File: config.mk
export PLATFORM = sky130hd
export DESIGN_NAME = xps_loader
export DESIGN_NICKNAME = d
export VERILOG_FILES = /design/src/rtl/xps_pkg.sv /design/src/rtl/xps_timer.sv /design/src/rtl/xps_map_shift.sv /design/src/rtl/xps_loader.sv
export SDC_FILE = /design/constraint.sdc
export NUM_CORES = 1
export LEC_CHECK = 0
export ABC_AREA = 1
export BUFFER_PORTS_ARGS = -buffer_cell sky130_fd_sc_hd__buf_4
export CORE_MARGIN = 2
export CORE_UTILIZATION = 55
export CTS_CLUSTER_SIZE = 24
export DETAILED_ROUTE_END_ITERATION = 10
export HOLD_SLACK_MARGIN = 0.1
export PLACE_DENSITY = 0.79
export SYNTH_ARGS = -nofsm -noshare
export SYNTH_HDL_FRONTEND = slang
export SYNTH_SLANG_ARGS = --single-unit
File: constraint.sdc
create_clock -name clk -period 1.82 [get_ports clk]
set_clock_uncertainty 0.05 [all_clocks]
set_input_delay 0.182 -clock clk [delete_from_list [all_inputs] [get_ports clk]]
set_output_delay 0.182 -clock clk [all_outputs]
set_load 0.1 [all_outputs]
File: src/rtl/xps_pkg.sv
package xps_pkg;
    typedef enum logic [2:0] {
        XS_IDLE,
        XS_LEAD,
        XS_TRAIL,
        XS_GAP,
        XS_STROBE
    } xs_state_t;
endpackage

File: src/rtl/xps_timer.sv
// Down-counter used to time each phase; expired marks the last cycle of a phase.
module xps_timer #(
    parameter int TMR_W = 4
) (
    input  logic             clk,
    input  logic             rst_n,
    input  logic             load,
    input  logic [TMR_W-1:0] load_val,
    output logic             expired
);
    logic [TMR_W-1:0] cnt;

    always_ff @(posedge clk) begin
        if (!rst_n)
            cnt <= '0;
        else if (load)
            cnt <= load_val;
        else if (cnt != '0)
            cnt <= cnt - 1'b1;
    end

    assign expired = (cnt == '0);
endmodule

File: src/rtl/xps_map_shift.sv
// Holds the captured map and counts bits already sent.
module xps_map_shift #(
    parameter int MAP_W = 256
) (
    input  logic             clk,
    input  logic             rst_n,
    input  logic             load,
    input  logic [MAP_W-1:0] map_in,
    input  logic             advance,
    output logic             next_msb,
    output logic             last_bit
);
    localparam int CNT_W = $clog2(MAP_W);

    logic [MAP_W-1:0] shreg;
    logic [CNT_W-1:0] bcnt;

    always_ff @(posedge clk) begin
        if (!rst_n) begin
            shreg <= '0;
            bcnt  <= '0;
        end else if (load) begin
            shreg <= map_in;
            bcnt  <= '0;
        end else if (advance) begin
            shreg <= {shreg[MAP_W-2:0], 1'b0};
            bcnt  <= bcnt + 1'b1;
        end
    end

    // Bit that will sit at the head of the register after this edge.
    always_comb begin
        if (load)
            next_msb = map_in[MAP_W-1];
        else if (advance)
            next_msb = shreg[MAP_W-2];
        else
            next_msb = shreg[MAP_W-1];
    end

    assign last_bit = (bcnt == CNT_W'(MAP_W-1));
endmodule

File: src/rtl/xps_loader.sv
module xps_loader
    import xps_pkg::*;
#(
    parameter int MAP_W     = 256,
    parameter int HALF_DIV  = 10,
    parameter int LATCH_GAP = 2,
    parameter int LATCH_LEN = 2
) (
    input  logic             clk,
    input  logic             rst_n,
    input  logic             start,
    input  logic [MAP_W-1:0] map_in,
    output logic             busy,
    output logic             done,
    output logic             ser_clk,
    output logic             ser_data,
    output logic             latch_n
);
    localparam int MAX_PH = (HALF_DIV > LATCH_GAP)
                          ? ((HALF_DIV > LATCH_LEN) ? HALF_DIV : LATCH_LEN)
                          : ((LATCH_GAP > LATCH_LEN) ? LATCH_GAP : LATCH_LEN);
    localparam int TMR_W  = (MAX_PH < 2) ? 1 : $clog2(MAX_PH);

    xs_state_t        state, nxt;
    logic             tmr_load, tmr_exp;
    logic [TMR_W-1:0] tmr_val;
    logic             sh_load, sh_adv, next_msb, last_bit;

    xps_timer #(.TMR_W(TMR_W)) u_timer (
        .clk      (clk),
        .rst_n    (rst_n),
        .load     (tmr_load),
        .load_val (tmr_val),
        .expired  (tmr_exp)
    );

    xps_map_shift #(.MAP_W(MAP_W)) u_shift (
        .clk      (clk),
        .rst_n    (rst_n),
        .load     (sh_load),
        .map_in   (map_in),
        .advance  (sh_adv),
        .next_msb (next_msb),
        .last_bit (last_bit)
    );

    // Next-state and phase control
    always_comb begin
        nxt      = state;
        tmr_load = 1'b0;
        tmr_val  = '0;
        sh_load  = 1'b0;
        sh_adv   = 1'b0;
        unique case (state)
            XS_IDLE: begin
                if (start) begin
                    nxt      = XS_LEAD;
                    sh_load  = 1'b1;
                    tmr_load = 1'b1;
                    tmr_val  = TMR_W'(HALF_DIV - 1);
                end
            end
            XS_LEAD: begin
                if (tmr_exp) begin
                    nxt      = XS_TRAIL;
                    tmr_load = 1'b1;
                    tmr_val  = TMR_W'(HALF_DIV - 1);
                end
            end
            XS_TRAIL: begin
                if (tmr_exp) begin
                    tmr_load = 1'b1;
                    if (last_bit) begin
                        nxt     = XS_GAP;
                        tmr_val = TMR_W'(LATCH_GAP - 1);
                    end else begin
                        nxt     = XS_LEAD;
                        sh_adv  = 1'b1;
                        tmr_val = TMR_W'(HALF_DIV - 1);
                    end
                end
            end
            XS_GAP: begin
                if (tmr_exp) begin
                    nxt      = XS_STROBE;
                    tmr_load = 1'b1;
                    tmr_val  = TMR_W'(LATCH_LEN - 1);
                end
            end
            XS_STROBE: begin
                if (tmr_exp)
                    nxt = XS_IDLE;
            end
            default: nxt = XS_IDLE;
        endcase
    end

    // State register
    always_ff @(posedge clk) begin
        if (!rst_n)
            state <= XS_IDLE;
        else
            state <= nxt;
    end

    // Registered outputs, decoded from the next state
    always_ff @(posedge clk) begin
        if (!rst_n) begin
            ser_clk  <= 1'b0;
            ser_data <= 1'b0;
            latch_n  <= 1'b1;
            busy     <= 1'b0;
            done     <= 1'b0;
        end else begin
            ser_clk  <= (nxt == XS_TRAIL);
            ser_data <= (nxt == XS_LEAD || nxt == XS_TRAIL) ? next_msb : 1'b0;
            latch_n  <= (nxt != XS_STROBE);
            busy     <= (nxt != XS_IDLE);
            done     <= (state == XS_STROBE) && (nxt == XS_IDLE);
        end
    end
endmodule

==> results.py <==
metrics = {
    "synth": {
        "syn_area_mm2": 0.0150,
        "yosysWarnings": 0,
        "synthCells": 2354,
        "synth.avg_cell_area_um2": 6.36,
        "async_flop_share_pct": 0,
        "yosysTopAreaCell": "dfxtp_1",
        "synth.area.top_cells": "dfxtp_1, nor2_1, inv_1",
        "yosys.area.top_type_share_pct": 36.9,
        "ys_seq_area_share_pct": 36.9,
        "synth-seq-cells": 276,
        "syn-num-nets": 2615,
        "synth_edf_count": 0,
        "synth_flop_cell": "dfxtp_1",
        "yosysUniqueCellTypes": 29,
    },
    "drt": {
        "wire_per_inst_um": 16.4,
        "drc": 0,
        "ant_nets": 0,
        "via_count": 17600,
        "drtIter0Drc": 2505,
        "wl_mm": 52.6,
        "drt_pass1_iterations": 6,
        "detail_route.vias_per_cell": 5.48,
    },
    "sta": {
        "period_share_pct": 102,
        "max_freq_mhz": 538,
        "tightest_slew_ns": 0.452,
        "setup_slack_ns": -0.0377,
        "hold_ws_ns": 0.287,
        "finalHoldViolations": 0,
        "maxSlewViolCount": 0,
        "final-setup-viol-count": 1,
        "slew_headroom_pct": 69.9,
        "min_period_ns": 1.86,
    },
    "clock_network": {
        "cts-htree-levels": 1,
        "clk_pin_slew_ns": 0.06,
        "cts_buffer_depth": 3,
        "cts-root-buf": "clkbuf_16",
        "numClockSinks": 276,
        "insertion_delay_ns": 0.55,
        "cts_buffers": 30,
        "cts_tree": "done",
    },
    "die": {
        "std_cell_rows": 60,
        "die_h_um": 169,
        "dieArea_mm2": 0.0285,
        "core-area_mm2": 0.0268,
        "die_x_um": 169,
        "io_pins": 264,
        "initial_core_util_pct": 55.8,
    },
    "setup_path": {
        "required_ns": 2.24,
        "r2r_start": "u_shift.bcnt[3]",
        "critical_path.startpoint": "u_shift.bcnt[3]",
        "critPathKind": "flop to flop",
        "cp-start-kind": "flop",
        "critPathMaxFanout": 13,
        "r2r_slack_ns": -0.04,
        "end_kind": "flop",
        "crit_arrival_ns": 2.28,
    },
    "finish": {
        "drive_gt1_share_pct": 18.3,
        "final_cell_area_mm2": 0.0218,
        "final_common_cell": "nor2_1",
        "syn_to_final_growth_pct": 45.9,
        "layout_common_cells": "nor2_1, inv_1, buf_4, dfxtp_1, nand3_1",
        "finalNetCount": 3101,
        "fill_cells": 1576,
        "final-seq-area_mm2": 0.00553,
        "multi_input_area_mm2": 0.00671,
    },
    "job": {
        "timing.max_cap.violations": 0,
    },
    "placement": {
        "dpl_cell_area_mm2": 0.0174,
        "dp_hpwl_mm": 24.1,
        "dp_slack_ns": -0.00922,
        "globalplace.congestion": 0.855,
        "portBuffers": 263,
    },
    "pwr": {
        "p_leak_nw": 9.46,
        "ir_drop_uv": 676,
        "power_w": 0.0220,
        "p_per_area_mw_per_mm2": 1010,
    },
    "status": {
        "violations": "setup timing",
        "status": "finished with violations",
    },
    "global_routing": {
        "grt_pass1_vias": 16600,
        "grt_use_total_pct": 32.4,
        "grt_max_degree": 83,
        "grt_pass1_wl_mm": 77.3,
        "antenna_found_initial": 2,
        "overflow": 0,
    },
    "min_path": {
        "hp-class": "input pin to flop",
        "holdCritStartpoint": "start",
    },
}
-- routing by layer --
layer	vias to the layer above	global-route usage, %	share of wire [%]
li1	8222	-	-
met1	8020	37.0	37
met2	1047	58.3	50
met3	271	5.63	8.2
met4	0	16.0	5.1
met5	-	0	0
-- report_power, final --
group	internal (W)	leakage (nW)	total, W	switching [W]
clock	0.00359	0.484	0.00608	0.00250
sequential	0.00685	2.25	0.00732	0.000475
combinational	0.00367	6.73	0.00858	0.00491
total	0.0141	9.46	0.0220	0.00788
-- critical path, cell delays in order (launching register included) --
cell and delay, ns:
dfxtp_1 0.36, nand2_1 0.12, nor2_2 0.23, nand2_4 0.11
nand2_8 0.15, buf_4 0.15, clkbuf_16 0.14, clkbuf_16 0.16
nand3_1 0.08, a21oi_1 0.21
-- cell usage after synthesis (2+ instances only) --
| cell | n |
|---|---|
| nor2_4 | 3 |
| inv_2 | 4 |
| buf_8 | 5 |
| buf_12 | 2 |
| nand3_1 | 262 |
| buf_4 | 15 |
| clkbuf_1 | 56 |
| nor3_1 | 2 |
| ha_1 | 2 |
| a21oi_1 | 257 |
| o21ai_1 | 184 |
| xnor2_1 | 2 |
| nand2_4 | 3 |
| buf_6 | 11 |
| inv_1 | 513 |
| nand4_1 | 2 |
| buf_2 | 80 |
| dfxtp_1 | 276 |
| o21ai_0 | 13 |
| xor2_1 | 3 |
| nor2_1 | 536 |
| o21ai_2 | 60 |
| nand2_1 | 56 |
| and2_1 | 2 |
-- sequential cells by signal, summed over array words and instances, names as in the netlist --
signal	count
u_shift.shreg	256
u_shift.bcnt	8
u_timer.cnt	4
state	3
busy	1
done	1
latch_n	1
ser_clk	1
ser_data	1
-- cell type report --
type	instances	share of cell area, %
multi-input combinational	1392	30.7
timing repair buffer	622	28.5
sequential	276	25.3
inverter	518	9.01
clock buffer	45	4.02
tap	341	1.95
clock inverter	9	0.435
antenna	2	0.0229
-- through the flow --
stage / instances / setup TNS [ns] / utilization [%]
after CTS: 3175 / -0.0112 / 78.5
after global placement: 2858 / 0 / 64.8
after global routing: 3205 / -0.536 / 81.5
after floorplan: 2354 / 0 / -
after detailed placement: 2858 / -0.0253 / 64.8
final: 3205 / -0.0377 / 81.5
-- final timing paths --
path,end,depth (start not counted)
worst max-delay path,u_shift.shreg[27],9
worst min-delay path,u_shift.shreg[6],7
worst max register to register,u_shift.shreg[27],9
worst min register to register,u_shift.shreg[150],2
-- kinds of logic after synthesis --
logic type / count (synthesis) / synth area share (%)
xor gates and xnor gates: 5 / 0.293
and+or+nand+nor: 869 / 24.4
adders and majority gates: 2 / 0.167
buffers and inverters: 687 / 19.4
AOI/OAI and AO/OA: 515 / 18.7
DFF: 276 / 36.9
-- repair_timing --
| item | CTS | global route |
|---|---|---|
| setup buffers | 4 | 11 |
| resized for setup | 6 | 66 |
| endpoints found under the setup margin | 26 | 270 |
| hold buffers | 257 | 0 |
| cloned | 2 | 18 |
| pin swaps | 2 | 10 |
| endpoints found under the hold margin | 261 | 0 |
Note: power is estimated with default switching activity, not from simulation.
